--- config.mk ---
export PLATFORM = sky130hd
export DESIGN_NAME = mbx_rx_seq
export DESIGN_NICKNAME = d
export VERILOG_FILES = /design/src/rtl/mbx_rx_pkg.sv /design/src/rtl/mbx_rx_timer.sv /design/src/rtl/mbx_rx_lencap.sv /design/src/rtl/mbx_rx_seq.sv
export SDC_FILE = /design/constraint.sdc
export NUM_CORES = 1
export LEC_CHECK = 0
export ABC_AREA = 1
export CORE_MARGIN = 2
export CORE_UTILIZATION = 38
export CTS_CLUSTER_SIZE = 8
export DETAILED_ROUTE_END_ITERATION = 7
export GPL_TIMING_DRIVEN = 0
export PLACE_DENSITY = 0.6
export SLEW_MARGIN = 40
export SYNTH_ARGS = -nofsm -noshare
export SYNTH_HDL_FRONTEND = slang
export SYNTH_SLANG_ARGS = --single-unit
--- constraint.sdc ---
create_clock -name clk -period 4 [get_ports clk]
set_input_delay 1.2 -clock clk [delete_from_list [all_inputs] [get_ports clk]]
set_output_delay 1.2 -clock clk [all_outputs]
set_load 0.05 [all_outputs]
--- src/rtl/mbx_rx_pkg.sv ---
package mbx_rx_pkg;

    // status register bit positions
    localparam int ST_OUT_FULL  = 0;
    localparam int ST_IN_FULL   = 1;
    localparam int ST_FRAME     = 2;
    localparam int ST_AUX       = 3;
    localparam int ST_CMD_RDY   = 4;
    localparam int ST_DATA_RDY  = 5;

    localparam logic [7:0] CODE_NORMAL = 8'h01;
    localparam logic [7:0] CODE_END    = 8'h03;

    localparam int MIN_CAP   = 6;
    localparam int LEN_FIRST = 2;
    localparam int LEN_BYTES = 4;

    typedef enum logic {
        PORT_DATA = 1'b0,
        PORT_STAT = 1'b1
    } port_e;

    typedef enum logic [2:0] {
        RES_OK       = 3'd0,
        RES_SHORT    = 3'd1,
        RES_FRM_TMO  = 3'd2,
        RES_BAD_MODE = 3'd3,
        RES_DAT_TMO  = 3'd4,
        RES_BAD_TAIL = 3'd5,
        RES_OVERSIZE = 3'd6
    } res_e;

    typedef enum logic [3:0] {
        SQ_IDLE,
        SQ_FRM_REQ,
        SQ_FRM_CHK,
        SQ_MODE_REQ,
        SQ_MODE_CHK,
        SQ_OBF_REQ,
        SQ_OBF_CHK,
        SQ_BYTE_REQ,
        SQ_BYTE_CHK,
        SQ_END_REQ,
        SQ_END_CHK,
        SQ_TAIL_REQ,
        SQ_TAIL_CHK,
        SQ_FIN
    } seq_e;

    typedef struct packed {
        logic  rd;
        port_e sel;
    } bus_req_t;

    function automatic logic stat_bit(input logic [7:0] s, input int pos);
        return s[pos];
    endfunction

endpackage

--- src/rtl/mbx_rx_timer.sv ---
module mbx_rx_timer #(
    parameter int TMO_CYCLES = 64
) (
    input  logic clk,
    input  logic rst,
    input  logic clr,
    input  logic en,
    output logic expired
);
    localparam int CNT_W = $clog2(TMO_CYCLES + 2);
    localparam logic [CNT_W-1:0] CNT_TOP = CNT_W'(TMO_CYCLES + 1);
    localparam logic [CNT_W-1:0] CNT_LIM = CNT_W'(TMO_CYCLES);

    logic [CNT_W-1:0] cnt;

    always_ff @(posedge clk) begin
        if (rst || clr) begin
            cnt <= '0;
        end else if (en && cnt != CNT_TOP) begin
            cnt <= cnt + 1'b1;
        end
    end

    assign expired = (cnt >= CNT_LIM);

endmodule

--- src/rtl/mbx_rx_lencap.sv ---
module mbx_rx_lencap #(
    parameter int IDX_W = 16
) (
    input  logic             clk,
    input  logic             rst,
    input  logic             clr,
    input  logic             we,
    input  logic [IDX_W-1:0] idx,
    input  logic [7:0]       din,
    output logic [31:0]      len
);
    import mbx_rx_pkg::*;

    localparam logic [IDX_W-1:0] LO = IDX_W'(LEN_FIRST);
    localparam logic [IDX_W-1:0] HI = IDX_W'(LEN_FIRST + LEN_BYTES);

    logic in_field;
    assign in_field = (idx >= LO) && (idx < HI);

    always_ff @(posedge clk) begin
        if (rst || clr) begin
            len <= '0;
        end else if (we && in_field) begin
            len <= {len[23:0], din};
        end
    end

endmodule

--- src/rtl/mbx_rx_seq.sv ---
module mbx_rx_seq #(
    parameter int CAP_W      = 16,
    parameter int TMO_CYCLES = 64
) (
    input  logic             clk,
    input  logic             rst,
    input  logic             start,
    input  logic [CAP_W-1:0] cap,
    output logic             dev_rd,
    output logic             dev_addr,
    input  logic [7:0]       dev_rdata,
    output logic             buf_we,
    output logic [CAP_W-1:0] buf_addr,
    output logic [7:0]       buf_wdata,
    output logic             busy,
    output logic             done,
    output logic [2:0]       err_code,
    output logic [31:0]      pkt_len
);
    import mbx_rx_pkg::*;

    localparam logic [CAP_W-1:0] CAP_MIN = CAP_W'(MIN_CAP);

    seq_e             st, st_nx;
    res_e             res_q, res_nx;
    logic [CAP_W-1:0] cap_q;
    logic [CAP_W-1:0] idx_q;
    logic [31:0]      len_run;
    logic [31:0]      len_q;
    bus_req_t         req;
    logic             tmo_clr, tmo_en, tmo_exp;
    logic             take_byte, frm_seen, obf_seen;

    assign frm_seen = stat_bit(dev_rdata, ST_FRAME);
    assign obf_seen = stat_bit(dev_rdata, ST_OUT_FULL);

    mbx_rx_timer #(.TMO_CYCLES(TMO_CYCLES)) u_tmo (
        .clk     (clk),
        .rst     (rst),
        .clr     (tmo_clr),
        .en      (tmo_en),
        .expired (tmo_exp)
    );

    mbx_rx_lencap #(.IDX_W(CAP_W)) u_len (
        .clk (clk),
        .rst (rst),
        .clr (st == SQ_IDLE),
        .we  (take_byte),
        .idx (idx_q),
        .din (dev_rdata),
        .len (len_run)
    );

    always_comb begin
        st_nx     = st;
        res_nx    = res_q;
        req       = '{rd: 1'b0, sel: PORT_STAT};
        tmo_clr   = 1'b0;
        tmo_en    = 1'b0;
        take_byte = 1'b0;
        unique case (st)
            SQ_IDLE: begin
                tmo_clr = 1'b1;
                if (start) begin
                    if (cap < CAP_MIN) begin
                        res_nx = RES_SHORT;
                        st_nx  = SQ_FIN;
                    end else begin
                        st_nx  = SQ_FRM_REQ;
                    end
                end
            end
            SQ_FRM_REQ, SQ_OBF_REQ, SQ_END_REQ: begin
                tmo_en = 1'b1;
                req    = '{rd: 1'b1, sel: PORT_STAT};
                st_nx  = (st == SQ_FRM_REQ) ? SQ_FRM_CHK :
                         (st == SQ_OBF_REQ) ? SQ_OBF_CHK : SQ_END_CHK;
            end
            SQ_FRM_CHK, SQ_END_CHK: begin
                tmo_en = 1'b1;
                if (frm_seen) begin
                    st_nx = (st == SQ_FRM_CHK) ? SQ_MODE_REQ : SQ_TAIL_REQ;
                end else if (tmo_exp) begin
                    res_nx = RES_FRM_TMO;
                    st_nx  = SQ_FIN;
                end else begin
                    st_nx = (st == SQ_FRM_CHK) ? SQ_FRM_REQ : SQ_END_REQ;
                end
            end
            SQ_MODE_REQ, SQ_BYTE_REQ, SQ_TAIL_REQ: begin
                req   = '{rd: 1'b1, sel: PORT_DATA};
                st_nx = (st == SQ_MODE_REQ) ? SQ_MODE_CHK :
                        (st == SQ_BYTE_REQ) ? SQ_BYTE_CHK : SQ_TAIL_CHK;
            end
            SQ_MODE_CHK: begin
                tmo_clr = 1'b1;
                if (dev_rdata == CODE_NORMAL) begin
                    st_nx = SQ_OBF_REQ;
                end else begin
                    res_nx = RES_BAD_MODE;
                    st_nx  = SQ_FIN;
                end
            end
            SQ_OBF_CHK: begin
                tmo_en = 1'b1;
                if (obf_seen) begin
                    st_nx = frm_seen ? SQ_TAIL_REQ : SQ_BYTE_REQ;
                end else if (tmo_exp) begin
                    res_nx = RES_DAT_TMO;
                    st_nx  = SQ_FIN;
                end else begin
                    st_nx = SQ_OBF_REQ;
                end
            end
            SQ_BYTE_CHK: begin
                take_byte = 1'b1;
                tmo_clr   = 1'b1;
                st_nx     = (idx_q + 1'b1 == cap_q) ? SQ_END_REQ : SQ_OBF_REQ;
            end
            SQ_TAIL_CHK: begin
                st_nx = SQ_FIN;
                if (dev_rdata != CODE_END) begin
                    res_nx = RES_BAD_TAIL;
                end else if (len_run > 32'(cap_q)) begin
                    res_nx = RES_OVERSIZE;
                end else begin
                    res_nx = RES_OK;
                end
            end
            SQ_FIN: begin
                st_nx = SQ_IDLE;
            end
            default: st_nx = SQ_IDLE;
        endcase
    end

    always_ff @(posedge clk) begin
        if (rst) begin
            st    <= SQ_IDLE;
            res_q <= RES_OK;
            cap_q <= '0;
            idx_q <= '0;
            len_q <= '0;
        end else begin
            st    <= st_nx;
            res_q <= res_nx;
            if (st == SQ_IDLE && start) begin
                cap_q <= cap;
                idx_q <= '0;
            end
            if (take_byte) begin
                idx_q <= idx_q + 1'b1;
            end
            if (st == SQ_TAIL_CHK && res_nx == RES_OK) begin
                len_q <= len_run;
            end
        end
    end

    assign dev_rd    = req.rd;
    assign dev_addr  = req.sel;
    assign buf_we    = take_byte;
    assign buf_addr  = idx_q;
    assign buf_wdata = dev_rdata;
    assign busy      = (st != SQ_IDLE);
    assign done      = (st == SQ_FIN);
    assign err_code  = res_q;
    assign pkt_len   = len_q;

    // reads and writes only while a packet is in progress
    assert_idle_quiet_R9: assert property (@(posedge clk) disable iff (rst)
        !busy |-> (!dev_rd && !buf_we));

    assert_single_done_R9: assert property (@(posedge clk) disable iff (rst)
        done |=> !done);

    // every buffer write follows a data-port read
    assert_we_after_data_R4: assert property (@(posedge clk) disable iff (rst)
        buf_we |-> $past(dev_rd && dev_addr == PORT_DATA));

    assert_we_in_cap_R5: assert property (@(posedge clk) disable iff (rst)
        buf_we |-> (buf_addr < cap_q));

    assert_ok_fits_R7: assert property (@(posedge clk) disable iff (rst)
        (done && err_code == RES_OK) |-> (pkt_len <= 32'(cap_q)));

    assert_tmo_cause_R8: assert property (@(posedge clk) disable iff (rst)
        (done && (err_code == RES_FRM_TMO || err_code == RES_DAT_TMO)) |-> $past(tmo_exp));

endmodule

==> results.json <==
{
  "synthFlopType": "dfxtp_1",
  "syn_avg_cell_area_um2": 6.61,
  "synth_top_area_frac": 0.382,
  "p_comb_frac": 0.305,
  "startpoint_type": "input port",
  "grt_pass1_vias": 5246,
  "power_frac_seq": 0.393,
  "seq_area_frac_synth": 0.382,
  "nNetsFinal": 1020,
  "cp_common_cell": "clkdlybuf4s50_1",
  "hold_viol_final": 0,
  "final_cell_mix": "186 x nand2_1, 143 x inv_1, 132 x nor2_1, 110 x dfxtp_1, 88 x clkdlybuf4s50_1",
  "power_leakage_nw": 3.22,
  "async_flop_share": 0,
  "synth_edf_count": 0,
  "slew_viol_final": 0,
  "arrival_ps": 2710,
  "cp.required_ps": 2800,
  "post_drt_wl_per_cell_um": 13.8,
  "grt_first_pass_wirelength_mm": 26.5,
  "clkSlewWorstSetupHoldPaths_ps": 80,
  "vias_per_cell": 4.81,
  "port_buffers": 90,
  "finalCriticalPeriod_ps": 3910,
  "row_count": 45,
  "grt_max_degree": 23,
  "layoutNonFillerInstCount": 1166,
  "die_area_um2": 16200,
  "endpoint_kind": "output pin",
  "hp-class": "flop to flop",
  "cp_slowest_stage_delay_ps": 780,
  "final_util": 0.480,
  "max-vdd-ir-drop_uv": 204,
  "cts_tree": "yes",
  "ctsLongestPathBuffers": 2,
  "synth_top_area_cell": "dfxtp_1",
  "fillers": 1564,
  "wirelength_mm": 16.1,
  "ctsRootBufferMaster": "clkbuf_16",
  "via_count": 5608,
  "p_total_mw": 3.12,
  "hpwl_mm": 12.5,
  "ys_types": 33,
  "antenna_found_initial": 0,
  "yosysWarnings": 0,
  "critical_path_buf_inv_count": 3,
  "die_x_um": 127,
  "synth_seq_cells": 110,
  "diodes": 0,
  "start_util": 0.384,
  "synth_area_leaders": "dfxtp_1 38%, nand2_1 12%, inv_1 9.3%, nor2_1 8.6%, nand3_1 6.0%",
  "first_pass_iters": 5,
  "internal_power_mw": 1.91,
  "final_area_um2": 7210,
  "ios": 91,
  "synth_nets": 920,
  "p_clk_frac": 0.302,
  "swShare": 0.387,
  "gp_congestion": 0.953,
  "fmax_mhz": 256,
  "syn_inst": 873,
  "clk_latency_ps": 370,
  "finalSetupViolations": 0,
  "cp_slowest_cell": "clkdlybuf4s50_1",
  "dpl_cell_area_um2": 6910,
  "final_common_cell": "nand2_1",
  "placed_cells": 1151,
  "p_per_area_nw_per_um2": 433,
  "slew_headroom": 0.562,
  "clock_skew_ps": 18.6,
  "drive_above_1_share": 0.0521,
  "maxCapViolations": 0,
  "cts_hold_buf": 0,
  "overflow": 0,
  "p_sw_mw": 1.21,
  "die_y_um": 127,
  "initialDrtViolationCount": 368,
  "grt_usage": 0.208,
  "cts_buffers": 9,
  "path_max_fanout": 4,
  "r2r_slack_ps": 1450,
  "drc_errors": 0,
  "timing.final.crit_share": 0.977,
  "antenna_left": 0,
  "clkSinkCount": 110,
  "status": "finished, final reports clean",
  "crit_type": "input port to output pin",
  "crit_chain": "clkdlybuf4s50_1 > buf_4 > clkdlybuf4s50_1",
  "rsz0062_at_grt": "no",
  "syn_area_um2": 5770,
  "worst_pin_slew_ps": 657,
  "design.core.area_um2": 15000,
  "area_delta_synth_final_pct": 25.0,
  "htree_levels": 3,
  "crit_family": "buffers and inverters"
}
==> cell families (layout without fill, tap and decap cells) <==
kind of cell / after synthesis / in the layout / share of synthesized area
fa+ha+maj: 20 / 20 / 0.0434
buf+inv: 187 / 292 / 0.130
compound gates: 127 / 127 / 0.127
flops: 110 / 110 / 0.382
xor+xnor: 1 / 1 / 0.00390
simple gates: 428 / 428 / 0.314
==> layer usage <==
metal  share of wire  global-route usage  vias up
met5               0                   0        -
met2            0.45               0.330      129
met3           0.042              0.0339       25
met4           0.026              0.0899        0
li1                -                   -     2982
met1            0.48               0.281     2472
==> worst reg2reg max path: stages (launching register included) <==
cell,delay (ps)
dfxtp_1,520
ha_1,270
nand2_1,150
nor2_2,310
nand3_1,180
nor2_1,270
xnor3_1,200
nand2_1,60
nor2_1,170
nand3_1,130
nand2_1,90
a21oi_1,70
==> path summary, 6_finish.rpt <==
path                              startpoint      endpoint  cells past startpoint
worst max-delay path            dev_rdata[2]  buf_wdata[2]                      3
worst min register to register   pkt_len[23]   pkt_len[23]                      2
worst max register to register   buf_addr[0]         st[2]                     11
worst min-delay path             pkt_len[23]   pkt_len[23]                      2
==> flip-flops by register name (all words and copies together), names as in the netlist <==
signal	flops
pkt_len	32
u_len.len	32
buf_addr	16
cap_q	16
u_tmo.cnt	7
st	4
err_code	3
==> Yosys cell counts, types with 5 or more instances <==
library cell	count
a211oi_1	34
a21oi_1	57
buf_4	10
clkbuf_1	18
dfxtp_1	110
ha_1	20
inv_1	143
inv_2	9
nand2_1	186
nand3_1	69
nand4_1	19
nor2_1	132
nor3_1	5
o21ai_0	30
==> power by group through the flow <==
stage | Combinational (mW) | Clock [mW] | Sequential [mW]
after global routing | 1.07 | 1.00 | 1.24
after floorplan | 0.645 | 0 | 1.28
after detailed placement | 0.954 | 0 | 1.25
after global placement | 0.949 | 0 | 1.25
final | 0.951 | 0.941 | 1.23
after CTS | 0.957 | 0.958 | 1.23
==> final cells by class <==
class / count / area (um^2) / area share
buffer: 34 / 178 / 0.0246
clock buffer: 9 / 225 / 0.0312
clock inverter: 7 / 88.8 / 0.0123
inverter: 152 / 571 / 0.0791
multi-input combinational: 576 / 2820 / 0.390
sequential: 110 / 2200 / 0.305
tap: 188 / 235 / 0.0326
timing repair buffer: 90 / 898 / 0.125
==> per-stage QoR <==
step	setup TNS (ps)	setup slack [ps]	hold slack [ps]
floorplan	0	959	434
global placement	-31.7	-31.7	439
detailed placement	-20.6	-20.6	444
CTS	0	61.9	459
global route	0	57.9	475
finish	0	93.6	456
==> repair_timing <==
action / CTS / global route
setup endpoints to repair: 2 / 1
cloned: 0 / 0
gates resized for setup: 2 / 0
buffers inserted: 0 / 0
(Power assumes the default switching activity.)
